File: src/rtl/tts_pkg.sv
package tts_pkg;

  typedef enum logic [2:0] {
    TERM_IDLE       = 3'd0,
    TERM_WAIT       = 3'd1,
    TERM_ACCEPT     = 3'd2,
    TERM_DISCONNECT = 3'd3,
    TERM_RETRY      = 3'd4,
    TERM_ABORT      = 3'd5
  } term_e;

  typedef enum logic [1:0] {
    KIND_POSTED_WR  = 2'd0,
    KIND_DELAYED_RD = 2'd1,
    KIND_DELAYED_WR = 2'd2
  } kind_e;

  function automatic logic is_terminal(input term_e t);
    return (t == TERM_DISCONNECT) || (t == TERM_RETRY) || (t == TERM_ABORT);
  endfunction

endpackage

File: src/rtl/tts_cond_eval.sv
module tts_cond_eval #(
  parameter int PW_FREE_W    = 6,
  parameter int PW_MIN_SLOTS = 2
) (
  input  logic [1:0]           kind,
  input  logic                 locked,
  input  logic                 lock_seq_active,
  input  logic                 tgt_bus_locked,
  input  logic [PW_FREE_W-1:0] pw_free_slots,
  input  logic                 dly_cpl_ready,
  input  logic                 rd_discarding,
  input  logic                 at_addr_boundary,
  input  logic                 wr_space_exhausted,
  input  logic                 rd_data_exhausted,
  output logic                 retry_req,
  output logic                 disc_req
);
  import tts_pkg::*;

  localparam logic [PW_FREE_W-1:0] MIN_SLOTS = PW_FREE_W'(PW_MIN_SLOTS);

  logic is_read, is_write, is_posted, is_delayed;
  logic r_lock_prop, r_tgt_lock, r_pw_space, r_dly_cpl, r_discard;

  always_comb begin
    is_read    = (kind == KIND_DELAYED_RD);
    is_write   = !is_read;
    is_posted  = (kind == KIND_POSTED_WR);
    is_delayed = !is_posted;

    // independent retry causes, ordered only by the caller
    r_lock_prop = lock_seq_active && !locked;
    r_tgt_lock  = tgt_bus_locked && locked && is_write;
    r_pw_space  = is_posted && (pw_free_slots < MIN_SLOTS);
    r_dly_cpl   = is_delayed && !dly_cpl_ready;
    r_discard   = is_read && rd_discarding;

    retry_req = r_lock_prop | r_tgt_lock | r_pw_space | r_dly_cpl | r_discard;

    disc_req  = at_addr_boundary
              | (is_write && wr_space_exhausted)
              | (is_read  && rd_data_exhausted);
  end

endmodule

File: src/rtl/tts_accept_timer.sv
module tts_accept_timer #(
  parameter int LIMIT = 16
) (
  input  logic clk,
  input  logic rst,
  input  logic start,
  input  logic active,
  input  logic count_en,
  output logic expired
);
  localparam int CW = $clog2(LIMIT + 1);
  localparam logic [CW-1:0] LIM = CW'(LIMIT);

  logic [CW-1:0] cnt_q;
  logic [CW-1:0] cnt_eff;

  always_comb begin
    cnt_eff = start ? '0 : cnt_q;
    expired = active && (cnt_eff >= LIM);
  end

  always_ff @(posedge clk) begin
    if (rst) begin
      cnt_q <= '0;
    end else if (active && count_en && !expired) begin
      cnt_q <= cnt_eff + 1'b1;
    end else begin
      cnt_q <= cnt_eff;
    end
  end

endmodule

File: src/rtl/tts_abort_status.sv
module tts_abort_status #(
  parameter int SIDES  = 2,
  parameter int SIDE_W = 1
) (
  input  logic              clk,
  input  logic              rst,
  input  logic              set_en,
  input  logic [SIDE_W-1:0] set_idx,
  input  logic [SIDES-1:0]  clr,
  output logic [SIDES-1:0]  status
);

  for (genvar g = 0; g < SIDES; g++) begin : g_bit
    logic hit;
    assign hit = set_en && (set_idx == SIDE_W'(g));
    always_ff @(posedge clk) begin
      if (rst)            status[g] <= 1'b0;
      else if (hit)       status[g] <= 1'b1;
      else if (clr[g])    status[g] <= 1'b0;
    end
  end

endmodule

File: src/rtl/tgt_term_select.sv
module tgt_term_select #(
  parameter int ACCEPT_LIMIT = 16,
  parameter int PW_FREE_W    = 6,
  parameter int PW_MIN_SLOTS = 2,
  parameter int SIDES        = 2,
  parameter int SIDE_W       = (SIDES > 1) ? $clog2(SIDES) : 1
) (
  input  logic                 clk,
  input  logic                 rst,
  input  logic                 txn_start,
  input  logic [1:0]           txn_kind,
  input  logic                 txn_locked,
  input  logic [SIDE_W-1:0]    txn_side,
  input  logic                 lock_seq_active,
  input  logic                 tgt_bus_locked,
  input  logic [PW_FREE_W-1:0] pw_free_slots,
  input  logic                 dly_cpl_ready,
  input  logic                 rd_discarding,
  input  logic                 xfer_ready,
  input  logic                 at_addr_boundary,
  input  logic                 wr_space_exhausted,
  input  logic                 rd_data_exhausted,
  input  logic                 far_target_abort,
  input  logic [SIDES-1:0]     sta_clr,
  output logic [2:0]           term_code,
  output logic [SIDES-1:0]     sta_abort
);
  import tts_pkg::*;

  // captured transaction attributes
  logic              busy_q, accepted_q;
  logic [1:0]        kind_q;
  logic              locked_q;
  logic [SIDE_W-1:0] side_q;

  logic              active, acc_eff;
  logic [1:0]        kind_c;
  logic              locked_c;
  logic [SIDE_W-1:0] side_c;

  logic  retry_req, disc_req, expired, count_en;
  term_e decision, term_q;

  always_comb begin
    active   = txn_start || busy_q;
    acc_eff  = txn_start ? 1'b0 : accepted_q;
    kind_c   = txn_start ? txn_kind   : kind_q;
    locked_c = txn_start ? txn_locked : locked_q;
    side_c   = txn_start ? txn_side   : side_q;
  end

  tts_cond_eval #(
    .PW_FREE_W   (PW_FREE_W),
    .PW_MIN_SLOTS(PW_MIN_SLOTS)
  ) u_cond (
    .kind              (kind_c),
    .locked            (locked_c),
    .lock_seq_active   (lock_seq_active),
    .tgt_bus_locked    (tgt_bus_locked),
    .pw_free_slots     (pw_free_slots),
    .dly_cpl_ready     (dly_cpl_ready),
    .rd_discarding     (rd_discarding),
    .at_addr_boundary  (at_addr_boundary),
    .wr_space_exhausted(wr_space_exhausted),
    .rd_data_exhausted (rd_data_exhausted),
    .retry_req         (retry_req),
    .disc_req          (disc_req)
  );

  // a clock counts toward the window only when nothing else would end it
  assign count_en = !acc_eff && !far_target_abort && !retry_req &&
                    !disc_req && !xfer_ready;

  tts_accept_timer #(.LIMIT(ACCEPT_LIMIT)) u_timer (
    .clk     (clk),
    .rst     (rst),
    .start   (txn_start),
    .active  (active),
    .count_en(count_en),
    .expired (expired)
  );

  always_comb begin
    if (!active)                                   decision = TERM_IDLE;
    else if (far_target_abort)                     decision = TERM_ABORT;
    else if (!acc_eff && (retry_req || expired))   decision = TERM_RETRY;
    else if (disc_req)                             decision = TERM_DISCONNECT;
    else if (xfer_ready)                           decision = TERM_ACCEPT;
    else                                           decision = TERM_WAIT;
  end

  always_ff @(posedge clk) begin
    if (rst) begin
      busy_q     <= 1'b0;
      accepted_q <= 1'b0;
      kind_q     <= '0;
      locked_q   <= 1'b0;
      side_q     <= '0;
      term_q     <= TERM_IDLE;
    end else begin
      term_q <= decision;
      if (txn_start) begin
        kind_q   <= txn_kind;
        locked_q <= txn_locked;
        side_q   <= txn_side;
      end
      busy_q     <= active && !is_terminal(decision);
      accepted_q <= acc_eff || (decision == TERM_ACCEPT);
    end
  end

  tts_abort_status #(.SIDES(SIDES), .SIDE_W(SIDE_W)) u_status (
    .clk    (clk),
    .rst    (rst),
    .set_en (decision == TERM_ABORT),
    .set_idx(side_c),
    .clr    (sta_clr),
    .status (sta_abort)
  );

  assign term_code = term_q;

endmodule

File: config.mk
export PLATFORM = sky130hd
export DESIGN_NAME = tgt_term_select
export DESIGN_NICKNAME = d
export VERILOG_FILES = /design/src/rtl/tts_pkg.sv /design/src/rtl/tts_cond_eval.sv /design/src/rtl/tts_accept_timer.sv /design/src/rtl/tts_abort_status.sv /design/src/rtl/tgt_term_select.sv
export SDC_FILE = /design/constraint.sdc
export NUM_CORES = 1
export LEC_CHECK = 0
export ABC_AREA = 1
export BUFFER_PORTS_ARGS = -buffer_cell sky130_fd_sc_hd__buf_4
export CAP_MARGIN = 20
export CORE_MARGIN = 4
export CORE_UTILIZATION = 45
export CTS_CLUSTER_SIZE = 8
export DETAILED_ROUTE_END_ITERATION = 6
export PLACE_DENSITY_LB_ADDON = 0.12
export SYNTH_ARGS = -nofsm -noshare
export SYNTH_HDL_FRONTEND = slang
export SYNTH_SLANG_ARGS = --single-unit
File: constraint.sdc
create_clock -name clk -period 1.5 [get_ports clk]
set_input_delay 0.225 -clock clk [delete_from_list [all_inputs] [get_ports clk]]
set_output_delay 0.225 -clock clk [all_outputs]
set_load 0.05 [all_outputs]
Yosys cells after proc, flatten, opt, wreduce, memory -nomap -nowiden
Index checks and enable logic that the tools add are counted.

word-level totals
  register bits after elaboration = 16
  input port bits = 24
  output and inout port bits = 5
  logic and storage cells = 77

cells by class
  $add $sub $neg = 1
  $lt $le $gt $ge = 2
  equality and inequality tests = 5
  muxes and demuxes = 15
  bitwise logic cells = 7
  reduce and logical (&&, ||, !) cells = 38

operator list
  kind                                                         count
  logical AND 1 bit                                            19
  zero test 1 bit                                              11
  two-way mux 5 bit                                            2
  two-way mux 3 bit                                            3
  two-way mux 1 bit                                            7
  == test 3 x 2 -> 1 bit (second input constant)               2
  == test 3 bit (second input constant)                        2
  less-than comparator 6 x 2 -> 1 bit (second input constant)  1
  two-way mux 2 bit                                            3
  bitwise OR 1 bit                                             6
  adder 5 x 1 -> 5 bit (second input constant)                 1
  >= comparator 5 bit (second input constant)                  1
  logical OR 1 bit                                             5
  nonzero test 2 bit                                           2
  == test 2 x 1 -> 1 bit (second input constant)               1
  zero test 2 bit                                              1
  inverter 1 bit                                               1

Depth between registers and ports, before layout
  depth after elaboration = 18
  gate-level depth with buffers = 14
  depth with buffers taken out = 13

Cells and area by module
From an unflattened synthesis, not the netlist that was laid out.

second synthesis, totals
  cell total of the unflattened synthesis = 133
  area, all modules = 868.3 um^2

by module, submodules not included
  module            times used  cells an instance  area an instance (um^2)  seq. area each (um^2)
  tgt_term_select   1           57                 409.1                    180.2
  tts_accept_timer  1           44                 289.0                    100.1
  tts_cond_eval     1           21                 86.3                     0.0
  tts_abort_status  1           11                 83.8                     40.0

Worst setup path after synthesis
OpenSTA, ideal clock, no wires.

  kind = input-to-reg
  start = in txn_start
  end = reg u_timer.cnt_q[0]
  library setup time = 0.113 ns
  arrival time = 1.180 ns
  data required time = 1.387 ns
  path slack = 0.207 ns
  stages = 13
  buffers on the path = 1
  cell sequence = buf_6 > inv_8 > nand2_4 > nand2_4 > nand2_2 > nand2_2 > nand2_2 > nor3_4 > nand2_2 > clkinv_2 > nand2_1 > nand2_1 > nor2_1

between the ends
  word-level cells in the longest chain between the ends = 15
  elaborated cells between the ends (all ways) = 38
  classes of those cells = 1 x add/sub; 1 x order compare; 1 x eq/ne; 5 x mux; 6 x bitwise; 24 x reduce/logical

RTL lines
  element                         RTL line                source
  start: declaration              tgt_term_select.sv:10   input logic txn_start,
  two-way mux 2 bit               -
  == test 2 x 1 -> 1 bit          tts_cond_eval.sv:26     is_read = (kind == KIND_DELAYED_RD);
  zero test 1 bit                 tts_cond_eval.sv:27     is_write = !is_read;
  logical AND 1 bit               tts_cond_eval.sv:33     r_tgt_lock = tgt_bus_locked && locked && is_write;
  bitwise OR 1 bit (4 in a row)   tts_cond_eval.sv:38     retry_req = r_lock_prop | r_tgt_lock | r_pw_space | r_dly_cpl | r_discard;
  zero test 1 bit                 tgt_term_select.sv:71   assign count_en = !acc_eff && !far_target_abort && !retry_req &&
  logical AND 1 bit (2 in a row)  tgt_term_select.sv:71
  logical AND 1 bit               tgt_term_select.sv:72   !disc_req && !xfer_ready;
  logical AND 1 bit (2 in a row)  tts_accept_timer.sv:25  end else if (active && count_en && !expired) begin
  two-way mux 5 bit *             tts_accept_timer.sv:25
  end signal: assignment          tts_accept_timer.sv:26  cnt_q <= cnt_eff + 1'b1;
  end signal: assignment          tts_accept_timer.sv:28  cnt_q <= cnt_eff;
  end: declaration                tts_accept_timer.sv:14  logic [CW-1:0] cnt_q;

Every way passes the cells marked *; elsewhere a longest branch is shown, timed or not.
A chain may end at the register's enable or synchronous reset.

Worst setup path after layout
  start = reg kind_q[0]
  end = reg accepted_q

between the ends
  word-level cells in the longest chain between the ends = 15
  elaborated cells between the ends (all ways) = 25
  classes of those cells = 2 x eq/ne; 5 x mux; 6 x bitwise; 12 x reduce/logical

RTL lines
  element                        RTL line                source
  start: declaration             tgt_term_select.sv:32   logic [1:0] kind_q;
  start signal: assignment       tgt_term_select.sv:103  kind_q <= txn_kind;
  two-way mux 2 bit *            -
  == test 2 x 1 -> 1 bit         tts_cond_eval.sv:26
  zero test 1 bit                tts_cond_eval.sv:27
  logical AND 1 bit              tts_cond_eval.sv:33
  bitwise OR 1 bit (4 in a row)  tts_cond_eval.sv:38
  logical OR 1 bit               tgt_term_select.sv:86   else if (!acc_eff && (retry_req || expired)) decision = TERM_RETRY;
  logical AND 1 bit              tgt_term_select.sv:86
  two-way mux 3 bit *            tgt_term_select.sv:86
  two-way mux 3 bit *            tgt_term_select.sv:85   else if (far_target_abort) decision = TERM_ABORT;
  two-way mux 3 bit *            tgt_term_select.sv:84   if (!active) decision = TERM_IDLE;
  == test 3 x 2 -> 1 bit *       tgt_term_select.sv:108  accepted_q <= acc_eff || (decision == TERM_ACCEPT);
  logical OR 1 bit *             tgt_term_select.sv:108
  end signal: assignment         tgt_term_select.sv:108
  end: declaration               tgt_term_select.sv:31   logic busy_q, accepted_q;

Marked as above.

==> results.md <==
- met2 usage in global routing: 24.7%
- measured slew at the worst slew-check pin: 291 ps
- die outline height: 54.4 um
- WL per Instance: 10.2 um
- most numerous cell on the critical path: sky130_fd_sc_hd__nand2_1
- Static Leak: 0.624 nW
- vias per cell: 4.68
- initial antenna violation count: 0
- global-route wire length before repair: 3040 um
- final period demand of the worst path: 1330 ps
- status: finished, final reports clean
- Register-to-Register Setup Slack: 170 ps
- number of inserted filler cells in the final layout: 212
- Top Family by Delay on Critical Path: simple AND/OR/NAND/NOR gates
- CTS root buf: sky130_fd_sc_hd__clkbuf_4
- Die Footprint: 0.00296 mm^2
- Placeable Area: 0.00200 mm^2
- drt first pass iters: 4
- Worst Min Path Start: rst
- sequential share of the synthesized area: 33.0%
- cts-stage hold buffer count: 0
- Fin Hold WS: 183 ps
- Overall Global Routing Usage: 14.6%
- remaining global-route overflow: 0
- cell taking the most area after synthesis: sky130_fd_sc_hd__dfxtp_1
- class of the most critical hold timing path: in -> reg
- antenna diode count: 0
- hold path depth: 2
- Synth area leaders: sky130_fd_sc_hd__dfxtp_1 (33%), sky130_fd_sc_hd__nand2_1 (9.3%), sky130_fd_sc_hd__nor2_1 (8.5%)
- CTS buffer count: 3
- final weighted congestion of routability-driven global placement: 0.757
- effective utilization at floorplan: 48.4%
- Peak Freq: 754 MHz
- net count reported at finish: 192
- Crit Path Class: reg -> reg
- number of setup violations in the final report: 0
- met1 layer usage reported by global route: 16.8%
- Unique masters post-synth: 27
- number of buffers on the longest clock path: 2
- number of rows created at floorplan: 16
- worst-case clock skew: 4.43 ps
- Via Count: 899
- number of top-level pins: 29
- highest ir drop seen on vdd: 0.629 mV
- number of violations of the max-capacitance limit: 0
- share of the clock period used by the worst path: 88.4%
- Worst Reg-to-Reg Cells: 12
- final-layout setup total negative slack: 0 ps
- Worst R2R Start: kind_q[0]
- Num Clock Sinks: 16
- largest driver fanout on the critical path: 4
- mapped cell area: 970 um^2
- number of buffer and inverter instances along the worst setup path: 1
- Post-Synthesis Net Count: 160
- maximum single-stage delay on the critical path: 350 ps
- GR met3 Demand/Resource: 3.54%
- crit path cell chain: inv_1 -> nand2_1 -> nand2_1 -> nand2_2 -> nor2_2 -> nor2_1 -> nand3_2 -> nand2_4 -> nand2_2 -> nor2_4 -> nand2_1 -> nand2_1
- largest net degree at the start of global routing: 13
- Pwr per Cell Area: 742 mW/mm^2
- Setup crit start kind: register
- worst endpoint required time: 1730 ps
- hold worst-path end: u_timer.cnt_q[4]
- Post-Syn Instances: 135
- buffer count from post-CTS setup fixing: 0
- first-iteration detailed-routing DRC count: 15
- critical-path cell with the highest stage delay: sky130_fd_sc_hd__dfxtp_1
- cells resized by post-CTS repair: 0
- per-instance average area after synthesis: 7.18 um^2
- DR DRC count: 0
- wire length after detailed routing: 1960 um
- setup repair after global routing missed its margin: false
- reg-to-reg endpoint: accepted_q
- final standard cell area without fillers: 0.00123 mm^2
- share of the synthesized area in the top cell type: 33.0%
- Max-slew headroom: 80.5%
- antenna-violating nets left: 0
- half-perimeter wire length of the detailed placement result: 1560 um
- endpoint class of the critical path: register
- clock tree from TritonCTS: built
- arrival time at the worst endpoint: 1560 ps
- area after detailed placement: 0.00121 mm^2
- synth-to-layout area growth: 26.7%
- count of port buffers added during placement: 27
- via count of the first global-routing pass: 754
- clock transition at the register clock pins on the worst setup and hold paths after CTS: 90 ps
- number of warnings issued by yosys: 0
- Worst-Skew Late Latency: 280 ps
- width of the die: 54.4 um
- number of synthesized register bits: 16
- count of endpoints failing hold in the final timing report: 0
- fraction of layout instances using a drive strength above 1: 37.6%
- most crowded layer after global routing: met2
- number of max-slew violations in the final report: 0
- CTS H-tree lvls: 1
layout by cell type (no fill, tap or decap), types with 2 or more instances in the layout:
master	instances
sky130_fd_sc_hd__nor2_1	22
sky130_fd_sc_hd__dfxtp_1	16
sky130_fd_sc_hd__buf_4	29
sky130_fd_sc_hd__inv_2	2
sky130_fd_sc_hd__a21oi_2	2
sky130_fd_sc_hd__nand3_2	3
sky130_fd_sc_hd__nand2_4	5
sky130_fd_sc_hd__nand2_1	24
sky130_fd_sc_hd__inv_1	20
sky130_fd_sc_hd__xor2_1	2
sky130_fd_sc_hd__clkbuf_4	3
sky130_fd_sc_hd__a21oi_1	4
sky130_fd_sc_hd__nor2_2	2
sky130_fd_sc_hd__nand2_2	11
sky130_fd_sc_hd__nand3_1	8
kinds of logic after synthesis:
| kind of cell | count (synthesis) | share of synthesized area (%) |
|---|---|---|
| adder cells (fa/ha/maj) | 1 | 1.29 |
| multiplexers | 1 | 1.03 |
| buffers and inverters | 26 | 11.7 |
| XOR/XNOR | 3 | 2.71 |
| AND/OR/NAND/NOR | 80 | 44.8 |
| flip-flops | 16 | 33.0 |
| AO/OA/AOI/OAI | 8 | 5.42 |
area by class of cell:
class	count	area [um^2]	share of cell area, %
tap	27	33.8	2.75
timing repair buffer	29	218	17.7
clock buffer	3	22.5	1.83
sequential	16	320	26.1
multi-input combinational	93	536	43.6
inverter	24	98.8	8.04
synthesized netlist by cell type:
cell type,count
sky130_fd_sc_hd__a21oi_2,2
sky130_fd_sc_hd__xor2_1,2
sky130_fd_sc_hd__ha_1,1
sky130_fd_sc_hd__nand4_1,1
sky130_fd_sc_hd__inv_1,20
sky130_fd_sc_hd__nand2_1,24
sky130_fd_sc_hd__nor3_4,1
sky130_fd_sc_hd__nor2_1,22
sky130_fd_sc_hd__buf_6,1
sky130_fd_sc_hd__nand4_2,1
sky130_fd_sc_hd__nor2_2,2
sky130_fd_sc_hd__a32o_1,1
sky130_fd_sc_hd__a21oi_1,4
sky130_fd_sc_hd__inv_2,2
sky130_fd_sc_hd__clkinv_2,1
sky130_fd_sc_hd__nor2_4,1
sky130_fd_sc_hd__clkbuf_1,1
sky130_fd_sc_hd__xnor2_1,1
sky130_fd_sc_hd__nand3b_1,1
sky130_fd_sc_hd__nand3_1,8
sky130_fd_sc_hd__mux2i_1,1
sky130_fd_sc_hd__nand2_2,11
sky130_fd_sc_hd__dfxtp_1,16
sky130_fd_sc_hd__nand3_2,3
sky130_fd_sc_hd__o21ai_1,1
sky130_fd_sc_hd__nand2_4,5
sky130_fd_sc_hd__inv_8,1
registers in the layout, indices dropped and copies added, names as in the netlist:
signal,cells
locked_q,1
term_code,3
busy_q,1
u_status.status,2
side_q,1
u_timer.cnt_q,5
kind_q,2
accepted_q,1
power breakdown:
group	switching [mW]	total [mW]	internal (mW)	leakage [nW]
Combinational	0.141	0.240	0.0994	0.479
Clock	0.131	0.225	0.0933	0.0138
Sequential	0.00578	0.447	0.441	0.131
Total	0.278	0.912	0.634	0.624
routing by layer:
metal,share of wire [%],up-vias
li1,-,478
met1,43,390
met5,0,-
met3,6.4,4
met2,49,27
met4,1.9,0
worst reg2reg max path: cells and delay by family (launching register included):
kind / cells / cell delay, ps
buf+inv: 1 / 50
flops: 1 / 350
simple gates: 11 / 880
worst max path at each step:
stage          startpoint                to  cells after the start
6_report        kind_q[0]        accepted_q                     12
5_1_grt         kind_q[0]        accepted_q                     12
4_1_cts         kind_q[1]  u_timer.cnt_q[0]                     12
3_5_place_dp    txn_start  u_timer.cnt_q[0]                     13
3_3_place_gp    txn_start  u_timer.cnt_q[0]                     13
2_1_floorplan   txn_start  u_timer.cnt_q[0]                     13
stage by stage:
stage               utilization, %  total power [mW]  setup slack [ps]  std cells
detailed placement            60.3             0.699              21.2        189
CTS                           61.4             0.922               156        192
global placement              60.3             0.695              43.9        189
finish                        61.4             0.912               174        192
floorplan                        -             0.619               207        135
global route                  61.4             0.965              11.1        192
(Power assumes the default switching activity.)
